<file path="src/rtl/core_wrap.sv">
module core_wrap #(
  parameter int N_IN  = 4,
  parameter int N_OUT = 3
) (
  input  logic             clk,
  input  logic             rst_n,
  input  logic [1:0]       mode,
  input  logic [N_IN-1:0]  host_in,
  output logic [N_IN-1:0]  core_in,
  input  logic [N_OUT-1:0] core_out,
  output logic [N_OUT-1:0] host_out,
  input  logic             scan_in,
  output logic             scan_out,
  input  logic             shift_en,
  input  logic             capture_en,
  input  logic             update_en
);
  localparam int L = N_IN + N_OUT;
  localparam logic [1:0] M_EXT = 2'b01;
  localparam logic [1:0] M_INT = 2'b10;

  logic ext_m, int_m;
  logic [L-1:0] chain_q, upd_q, cap_val, chain_d;

  assign ext_m = (mode == M_EXT);
  assign int_m = (mode == M_INT);

  assign cap_val[N_IN-1:0] = int_m ? chain_q[N_IN-1:0] : host_in;
  assign cap_val[L-1:N_IN] = ext_m ? chain_q[L-1:N_IN] : core_out;

  always_comb begin
    if (capture_en)    chain_d = cap_val;
    else if (shift_en) chain_d = {chain_q[L-2:0], scan_in};
    else               chain_d = chain_q;
  end

  always_ff @(posedge clk or negedge rst_n) begin
    if (!rst_n) begin
      chain_q <= '0;
      upd_q   <= '0;
    end else begin
      chain_q <= chain_d;
      if (update_en) upd_q <= chain_q;
    end
  end

  assign scan_out = chain_q[L-1];
  assign core_in  = int_m ? upd_q[N_IN-1:0] : host_in;
  assign host_out = ext_m ? upd_q[L-1:N_IN] : core_out;
endmodule


</file>
<file path="config.mk">
export PLATFORM = sky130hd
export DESIGN_NAME = core_wrap
export DESIGN_NICKNAME = d
export VERILOG_FILES = /design/src/rtl/core_wrap.sv
export SDC_FILE = /design/constraint.sdc
export NUM_CORES = 1
export LEC_CHECK = 0
export CAP_MARGIN = 40
export CORE_MARGIN = 2
export CORE_UTILIZATION = 37
export CTS_CLUSTER_SIZE = 30
export DETAILED_ROUTE_END_ITERATION = 10
export DONT_BUFFER_PORTS = 1
export HOLD_SLACK_MARGIN = 0.05
export SETUP_SLACK_MARGIN = 0.5
export SYNTH_ARGS = -nofsm -noshare
export SYNTH_HDL_FRONTEND = slang
export SYNTH_SLANG_ARGS = --single-unit
</file>
<file path="constraint.sdc">
create_clock -name clk -period 2.69 [get_ports clk]
set_clock_uncertainty 0.05 [all_clocks]
set_input_delay 0.4035 -clock clk [delete_from_list [all_inputs] [get_ports clk]]
set_output_delay 0.4035 -clock clk [all_outputs]
set_load 0.005 [all_outputs]
</file>
# After elaboration in Yosys (flattened, before gate mapping)
# Index checks and enable logic that the tools add are counted.
[classes]
n_reduce_logical = 3
n_eq_ne = 4
muxes = 6
[op_table]
columns = ["cell", "count"]
rows = [
  ["$mux W7", 2],
  ["$mux W4", 2],
  ["$mux W3", 2],
  ["$ne A2 B2 Y1 const B", 2],
  ["$reduce_and A2 Y1", 2],
  ["$eq A2 B1 Y1 const B", 1],
  ["$eq A2 B2 Y1 const B", 1],
  ["$reduce_bool A2 Y1", 1],
]
[word_totals]
ff_bits = 14
output_inout_bits = 8
word_cells = 16
input_bits = 15

# Logic depth before layout (Yosys ltp)
# Gate-level depths: netlist (run 1).
[logic_depth]
depth_word = 3
mapped_depth = 4
mapped_depth_nobuf = 3

# Worst setup path before layout (run 1)
# OpenSTA, ideal clock, no wires.
[synth_timing]
kind = "input -> output"
startpoint = "input mode[1]"
endpoint = "output host_out[2]"
path_buffers = 0
setup_slack_ns = 1.474
required_time_ns = 2.237
t_arrival_ns = 0.763
cell_stages = 3
path_cell_list = "and2b_4 -> nand2_1 -> nand2_1"
[synth_via]
elab_chain_cells = 2
[synth_lines]
columns = ["item", "line", "source"]
rows = [
  ["start, declared", "7", "input logic [1:0] mode,"],
  ["$eq A2 B1 Y1", "25", "assign ext_m = (mode == M_EXT);"],
  ["$mux W3", "49", "assign host_out = ext_m ? upd_q[L-1:N_IN] : core_out;"],
  ["end, declared", "11", "output logic [N_OUT-1:0] host_out,"],
]
# No other way between the ends.

# Worst setup path in the final report (run 1)
# Same ends and word-level chain as after synthesis.

==> flow_summary.yaml, run 1 <==
global_routing:
  antenna_found_initial: 0
  use_met1: 0.1859
  track_usage: 0.1383
  grt_pass1_wl_mm: 2.511
  top_usage_layer: "met2"
  grt_max_degree: 17
  gr-total-overflow: 0
  use_met3: 0.04294
  use_met2: 0.1982
  grt_pass1_vias: 545
cells_and_area:
  fin_nets: 97
  ff_latch_area_um2: 350.3
  drive_gt1_frac: 0.08750
  fill_cells: 207
  n_antenna_cell: 0
  multi_input_area_um2: 372.9
  fin_util: 0.4066
  final_cells: 107
  area_growth_pct: 4.992
detailed_routing:
  drc: 0
  wire_per_inst_um: 14.23
  first_iter_violations: 3
  routed_via_density: 5.467
  antenna_left: 0
  drt_pass1_iterations: 2
  route.vias.total: 585
  totalWireLength_mm: 1.523
clocking:
  cts_buffers: 3
  cts.clk_slew.worst_paths_ps: 80
  cts_hold_buf: 1
  cts.htree.levels: 1
  clkSinkCount: 14
  cts_resized: 0
  clockRootBuffer: "clkbuf_4"
  insertion_delay_ps: 280
  cts_tree: "done"
  clk_path_buf_depth: 2
  post-cts-setup-buffers: 0
power_and_ir_drop:
  p_leak_nw: 0.3390
  ir_worst_vdd_mv: 0.2765
  power_density_nw_per_um2: 567.1
critical_path:
  cp.required_ps: 2240
  startpoint_type: "input pin"
  end_kind: "primary output"
  reg2reg_from: "chain_q[6]"
  crit_type: "input pin to primary output"
  critPathMaxFanout: 6
  cp-startpoint: "mode[1]"
  crit_arrival_ps: 800
sta:
  whs_ps: 165.2
  tightestPinTransition_ps: 629.3
  slew_viol_final: 0
  finalCriticalPeriod_ps: 1258
  setup_viol: 0
  fmax_ghz: 0.7948
  finalCritPeriodShare: 0.4677
  relSlewSlack: 0.5791
  hold_viol_final: 0
  rsz0062_at_grt: "no"
  setup_tns_ps: 0
status:
  status: "finished, final reports clean"
yosys:
  syn_nets: 95
  yosysWarnings: 0
  synth_area_per_cell_um2: 9.400
  postSynthCellCount: 80
  synthDistinctLibCells: 19
  synth-seq-cells: 14
  synth_area_um2: 752.0
  ys_seq_area_frac: 0.4659
floorplan:
  fp.dieH_um: 49.08
  io-pin-count: 23
  dieArea_um2: 2409
  core_area_um2: 1942
  start_util: 0.3872
  std_cell_rows: 16
  die_w_um: 49.08
worst_hold_path:
  hold_start: "capture_en"
  hold_class: "input pin to flop"
placed_design:
  gp_congestion: 0.6852
  dpl.cell_count: 103
  dp_hpwl_mm: 1.124
  port_buffers: 0
job:
  max-cap-violations: 0
layer usage:
layer  share of wire  vias up
met5               0        -
met4           0.022        0
met3           0.039        5
met2            0.47       13
met1            0.47      293
li1                -      274
cell usage in the layout (no fill, tap or decap):
| cell type | count |
|---|---|
| a211oi_1 | 6 |
| a31oi_1 | 6 |
| and2b_1 | 2 |
| and2b_4 | 1 |
| clkbuf_4 | 3 |
| dfrtp_1 | 14 |
| dlygate4sd3_1 | 1 |
| mux2_1 | 6 |
| mux2_2 | 1 |
| nand2_1 | 28 |
| nand2b_1 | 1 |
| nand2b_2 | 1 |
| nand3_1 | 2 |
| nand3b_1 | 1 |
| nand4_1 | 1 |
| nor2_1 | 1 |
| nor2b_1 | 4 |
| nor2b_4 | 1 |
critical path, cell delays in order:
cell	delay (ps)
and2b_4	260
nand2_1	60
nand2_1	80
cell families (layout without fill, tap and decap cells):
family | after synthesis | after routing | share of synthesized area
AO/OA/AOI/OAI | 12 | 12 | 0.1098
buffers and inverters | 4 | 4 | 0.03827
flip-flops | 14 | 14 | 0.4659
multiplexers | 7 | 7 | 0.1048
AND/OR/NAND/NOR | 43 | 43 | 0.2812
flip-flops by register name, indices dropped and copies added, names as in the netlist:
name,count
upd_q,7
chain_q,7
through the flow:
step	power, W	setup WS [ps]	area, µm²
6_report	0.0004477	1432	789.5
3_3_place_gp	0.0003252	1422	757.0
2_1_floorplan	0.0003216	1474	752.0
5_1_grt	0.0004764	1382	789.5
3_5_place_dp	0.0003291	1417	757.0
4_1_cts	0.0004493	1416	789.5
Yosys cell counts:
library cell	instances	area [µm²]
mux2_1	6	67.56
dfrtp_1	14	350.3
nor2b_4	1	13.76
and2b_4	1	10.01
buf_6	1	11.26
and2b_1	2	15.01
nand2b_2	1	8.760
nand2_1	28	105.1
buf_4	1	7.510
nor2_1	1	3.750
a211oi_1	6	45.04
nand4_1	1	6.260
buf_2	2	10.01
nand2b_1	1	6.260
nand3_1	2	10.01
nand3b_1	1	7.510
mux2_2	1	11.26
nor2b_1	4	25.02
a31oi_1	6	37.54
power breakdown:
| group | internal (W) | total [W] | leakage, nW | switching [W] |
|---|---|---|---|---|
| logic | 0.0000350 | 0.0000670 | 0.162 | 0.0000320 |
| registers | 0.000240 | 0.000262 | 0.163 | 0.0000217 |
| clock network | 0.0000519 | 0.000119 | 0.0138 | 0.0000667 |
| total | 0.000327 | 0.000448 | 0.339 | 0.000120 |
area by class of cell:
cell class | instances | share of cell area
flip-flops and latches | 14 | 0.4437
well taps | 27 | 0.04279
repair buffers | 1 | 0.01268
clock buffers | 3 | 0.02853
multi-input cells | 62 | 0.4723
worst paths after layout:
kind	slack, ps	depth (start not counted)	end
worst max-delay path	1430	3	host_out[2]
worst min-delay path	170	1	chain_q[0]
worst max register to register	1640	3	chain_q[6]
worst min register to register	440	1	upd_q[0]
max in group asynchronous	1660	1	chain_q[6]
min in group asynchronous	530	1	upd_q[0]
Power figures use the tool's default switching activity.
==> run 2, diff against run 1 <==
- clock period: 2.69 -> 1 ns (I/O delays scaled with it)
==> run 2 against run 1 <==
Routed wire length up 6.6%. Via count increased by 4.6%. Register-to-register slack got worse by 1600 ps. Worst setup slack got worse by 1400 ps. Sequential power rose to 2.7 times the previous value. Largest power group unchanged. Flip-flop and latch count unchanged. Sequential share of layout area is 6.7 points lower. The flow now finishes with violations (negative hold slack, negative setup slack).
==> flow_summary.yaml, run 2 (same netlist as run 1, synthesis figures left out) <==
status:
  status: "complete, but fails checks"
  violations: "negative hold slack, negative setup slack"
power_and_ir_drop:
  power_density_nw_per_um2: 1543
  combPwrFrac: 0.216
  p_sw_w: 0.0003603
  swShare: 0.2508
  seqPwrFrac: 0.494
  power.total_w: 0.001437
  p_int_w: 0.001076
  clockPowerShare: 0.290
  ir_worst_vdd_mv: 0.8207
  p_leak_nw: 0.4259
cells_and_area:
  top_regs: "chain_q: 7 flops, upd_q: 7 flops"
  final_cell_mix: "26 x nand2_1, 14 x dfrtp_1, 7 x mux2_4, 6 x a31oi_1, 6 x buf_4"
  fin_nets: 105
  drive_gt1_frac: 0.3371
  n_antenna_cell: 0
  layout_commonest_cell: "nand2_1"
  area_growth_pct: 23.79
  fin_area_um2: 930.9
clocking:
  cts_tree: "done"
  insertion_delay_ps: 280
  clk_path_buf_depth: 2
  cts_buffers: 3
  cts.clk_slew.worst_paths_ps: 90
  clkSinkCount: 14
  clockRootBuffer: "clkbuf_4"
  cts.htree.levels: 1
sta:
  relSlewSlack: 0.8524
  hold_viol_final: 28
  finalCritPeriodShare: 1.016
  whs_ps: -503.4
  rsz0062_at_grt: "yes"
  worst_slack_ps: -15.82
  slew_viol_final: 0
  finalCriticalPeriod_ps: 1016
  tightestPinTransition_ps: 220.0
  fmax_ghz: 0.9844
  setup_viol: 6
floorplan:
  fp.dieH_um: 49.08
  io-pin-count: 23
  core_area_um2: 1942
  dieArea_um2: 2409
  start_util: 0.3872
  die_w_um: 49.08
  std_cell_rows: 16
global_routing:
  grt_max_degree: 17
  gr-total-overflow: 0
  grt_pass1_wl_mm: 2.711
  antenna_found_initial: 0
  grt_pass1_vias: 587
  track_usage: 0.1466
placed_design:
  port_buffers: 0
  dp_hpwl_mm: 1.072
  pre_cts_ws_ps: 43.10
  dpl_cell_area_um2: 797.0
  gp_congestion: 0.7182
critical_path:
  crit_chain: "nand2_1 > nand2_1"
  worst_path_largest_cell_delay_ps: 400
  crit_top_cell: "nand2_1"
  reg2reg_from: "chain_q[2]"
  crit_arrival_ps: 820
  critPathSlowestCell: "dfrtp_1"
  cp_num_buf_inv: 0
  cp.required_ps: 800
  path_delay_family: "flip-flops"
  startpoint_type: "flop"
  reg2reg_depth: 3
  worst_r2r_endpoint: "chain_q[2]"
  critPathMaxFanout: 2
  end_kind: "primary output"
  crit_type: "flop to primary output"
  r2r_setup_slack_ps: 0
detailed_routing:
  routed_via_density: 5.276
  first_iter_violations: 8
  drt_pass1_iterations: 4
  totalWireLength_mm: 1.624
  wire_per_inst_um: 14.00
  route.vias.total: 612
  drc: 0
  antenna_left: 0
worst_hold_path:
  hold_class: "input pin to async pin"
job:
  max-cap-violations: 0
-- run 2: changes by cell type in the layout (fill, tap and decap cells not counted), moves of 3 or more --
cell      delta
mux2_4       +7
a211oi_2     +4
buf_4        +6
mux2_1       -6
a211oi_1     -4
buf_6        +3
-- run 2: worst max-delay path by stage --
stage          startpoint          to  slack (ps)  cells after the start
3_5_place_dp   chain_q[5]  chain_q[5]          40                      3
5_1_grt          upd_q[2]  core_in[2]         -60                      2
2_1_floorplan  chain_q[6]  chain_q[6]         100                      3
3_3_place_gp   chain_q[5]  chain_q[5]          10                      3
4_1_cts          upd_q[3]  core_in[3]         -20                      2
6_report         upd_q[0]  core_in[0]         -20                      2
-- run 2: area by class of cell --
class	count	area [µm²]
Tap cell	27	33.78
Fill cell	198	1011
Timing Repair Buffer	9	78.83
Clock buffer	4	36.28
Sequential cell	14	350.3
Multi-Input combinational cell	62	431.7
-- run 2: layer usage --
layer,up-vias,wire [µm],track usage
met5,-,0,0
met4,0,13,0.02857
met3,2,88,0.06135
met2,15,795,0.2140
met1,304,727,0.2036
li1,291,-,-
-- run 2: timing repair --
item	CTS	global route
pin swaps	4	1
buffers inserted	4	4
setup endpoints to repair	22	22
endpoints found under the hold margin	28	28
gates resized for setup	5	5
-- run 2: power groups by stage --
stage | registers [W] | logic [W] | clock network, W
floorplan | 0.000703 | 0.000208 | 0
global placement | 0.000717 | 0.000210 | 0
detailed placement | 0.000716 | 0.000216 | 0
CTS | 0.000707 | 0.000264 | 0.000429
global route | 0.000718 | 0.000343 | 0.000462
finish | 0.000709 | 0.000311 | 0.000417
-- run 2: metrics by stage --
step                cells  setup TNS [ps]  utilization  hold WS, ps
floorplan              80               0            -       -195.6
global placement      104               0       0.4104       -195.2
detailed placement    104               0       0.4104       -195.2
CTS                   112          -101.3       0.4536       -509.3
global route          116          -499.1       0.4794       -525.3
finish                116          -59.46       0.4794       -503.4
==> run 3, diff against run 2 <==
- DONT_BUFFER_PORTS: 1 -> unset
- PLACE_DENSITY: unset -> 0.68
==> run 3 against run 2 <==
The flow finishes with violations (negative setup slack). Clock power down 3%. Sequential power about the same. Total power increased by 15%. Routed wire length up 26%. Register-to-register slack got worse by 50 ps. Flip-flop and latch count did not move. Final area increased by 43%. Worst setup slack worse by 100 ps. Critical path type unchanged. Largest power group unchanged.
==> flow_summary.yaml, run 3 (same netlist as run 1, synthesis figures left out) <==
status:
  status: "complete, but fails checks"
  violations: "negative setup slack"
cells_and_area:
  drive_gt1_frac: 0.5000
  area_growth_pct: 77.20
  final_cell_mix: "28 x nand2_1, 27 x buf_4, 14 x dfrtp_1, 10 x buf_2, 9 x clkdlybuf4s50_1"
  n_antenna_cell: 0
  layout_commonest_cell: "nand2_1"
  ff_latch_area_um2: 350.3
  top_regs: "chain_q: 7 flops, upd_q: 7 flops"
  fin_nets: 152
  multi_input_area_um2: 464.2
  fill_cells: 165
critical_path:
  crit_chain: "nand2_1 > nand2_1 > buf_2"
  crit_arrival_ps: 920
  cp.required_ps: 800
  crit_type: "flop to primary output"
  path_delay_family: "flip-flops"
  critPathMaxFanout: 2
  end_kind: "primary output"
  startpoint_type: "flop"
  crit_top_cell: "nand2_1"
  worst_path_largest_cell_delay_ps: 400
  cp_num_buf_inv: 1
  critPathSlowestCell: "dfrtp_1"
clocking:
  cts_hold_buf: 0
  clkSinkCount: 14
  clk_path_buf_depth: 2
  cts_buffers: 3
  cts_tree: "done"
  clockRootBuffer: "clkbuf_4"
  cts.htree.levels: 1
  cts.clk_slew.worst_paths_ps: 90
  insertion_delay_ps: 270
worst_hold_path:
  hold_class: "input pin to async pin"
global_routing:
  gr-total-overflow: 0
  track_usage: 0.1657
  grt_pass1_wl_mm: 3.132
  antenna_found_initial: 0
  grt_max_degree: 15
  grt_pass1_vias: 713
sta:
  hold_viol_final: 0
  setup_tns_ps: -659.8
  slew_viol_final: 0
  finalCriticalPeriod_ps: 1115
  setup_viol: 9
  fmax_ghz: 0.8965
  worst_slack_ps: -115.4
  relSlewSlack: 0.8709
  tightestPinTransition_ps: 193.6
  rsz0062_at_grt: "yes"
  finalCritPeriodShare: 1.115
detailed_routing:
  drt_pass1_iterations: 5
  wire_per_inst_um: 12.52
  first_iter_violations: 12
  routed_via_density: 4.773
  totalWireLength_mm: 2.040
  antenna_left: 0
  drc: 0
  route.vias.total: 778
floorplan:
  std_cell_rows: 16
  core_area_um2: 1942
  fp.dieH_um: 49.08
  start_util: 0.3872
  die_w_um: 49.08
  io-pin-count: 23
  dieArea_um2: 2409
power_and_ir_drop:
  clockPowerShare: 0.245
  ir_worst_vdd_mv: 0.8249
  p_sw_w: 0.0004370
  p_leak_nw: 0.6680
  p_int_w: 0.001219
  power_density_nw_per_um2: 1242
  seqPwrFrac: 0.430
  swShare: 0.2640
  combPwrFrac: 0.325
placed_design:
  port_buffers: 22
  dp_hpwl_mm: 1.324
  pre_cts_ws_ps: -780.2
  gp_congestion: 0.7212
job:
  max-cap-violations: 0
## run 3: changes by cell type in the layout (fill, tap and decap cells not counted), sizes merged
cell,change
buf,+35
clkdlybuf4s50,+9
dlygate4sd2,+3
## run 3: power by group through the flow
stage	clock (W)	sequential, W	combinational (W)
4_1_cts	0.000418	0.000711	0.000427
5_1_grt	0.000448	0.000720	0.000580
2_1_floorplan	0	0.000703	0.000208
3_5_place_dp	0	0.000722	0.000416
6_report	0.000405	0.000712	0.000538
3_3_place_gp	0	0.000721	0.000409
## run 3: per-stage QoR
stage	hold WS, ps	cell area, µm²	std cells	util	power [W]
2_1_floorplan	-195.6	787.0	80	-	0.0009112
3_3_place_gp	428.6	1145	143	0.5896	0.001130
3_5_place_dp	428.1	1145	143	0.5896	0.001138
4_1_cts	119.6	1207	154	0.6218	0.001556
5_1_grt	149.8	1333	163	0.6862	0.001748
6_report	126.7	1333	163	0.6862	0.001656
## run 3: timing repair
action                                  CTS  global route
endpoints found under the hold margin     0             0
pin swaps                                 7             5
endpoints found under the setup margin   22            22
gates resized for setup                  50            13
buffers inserted                          7             9
## run 3: per-layer routing
metal | vias to the layer above | global-route usage | part of all wire
li1 | 386 | - | -
met1 | 374 | 0.2133 | 0.47
met2 | 16 | 0.2860 | 0.49
met3 | 2 | 0.02761 | 0.036
met4 | 0 | 0.04286 | 0.0049
met5 | - | 0 | 0
## run 3: area by class of cell
class / count / share of cell area
multi-input combinational: 62 / 0.3484
timing repair buffer: 56 / 0.3362
sequential: 14 / 0.2629
clock buffer: 4 / 0.02723
tap: 27 / 0.02535
## run 3: worst paths after layout
kind                       slack (ps)       start  depth (start not counted)          to
setup / recovery                 -120    upd_q[3]                          3  core_in[3]
hold / removal                    130       rst_n                          2    upd_q[3]
setup reg to reg                  -50  chain_q[6]                          4  chain_q[6]
hold reg to reg                   470    upd_q[6]                          1    upd_q[6]
max in group asynchronous         600       rst_n                          2  chain_q[3]
min in group clk                  320     mode[0]                          4  chain_q[1]
## run 3: worst reg2reg max path: stages, from the launching register on
cell	delay, ps
dfrtp_1	410
buf_6	130
and2b_1	150
a211oi_2	140
a31oi_1	60
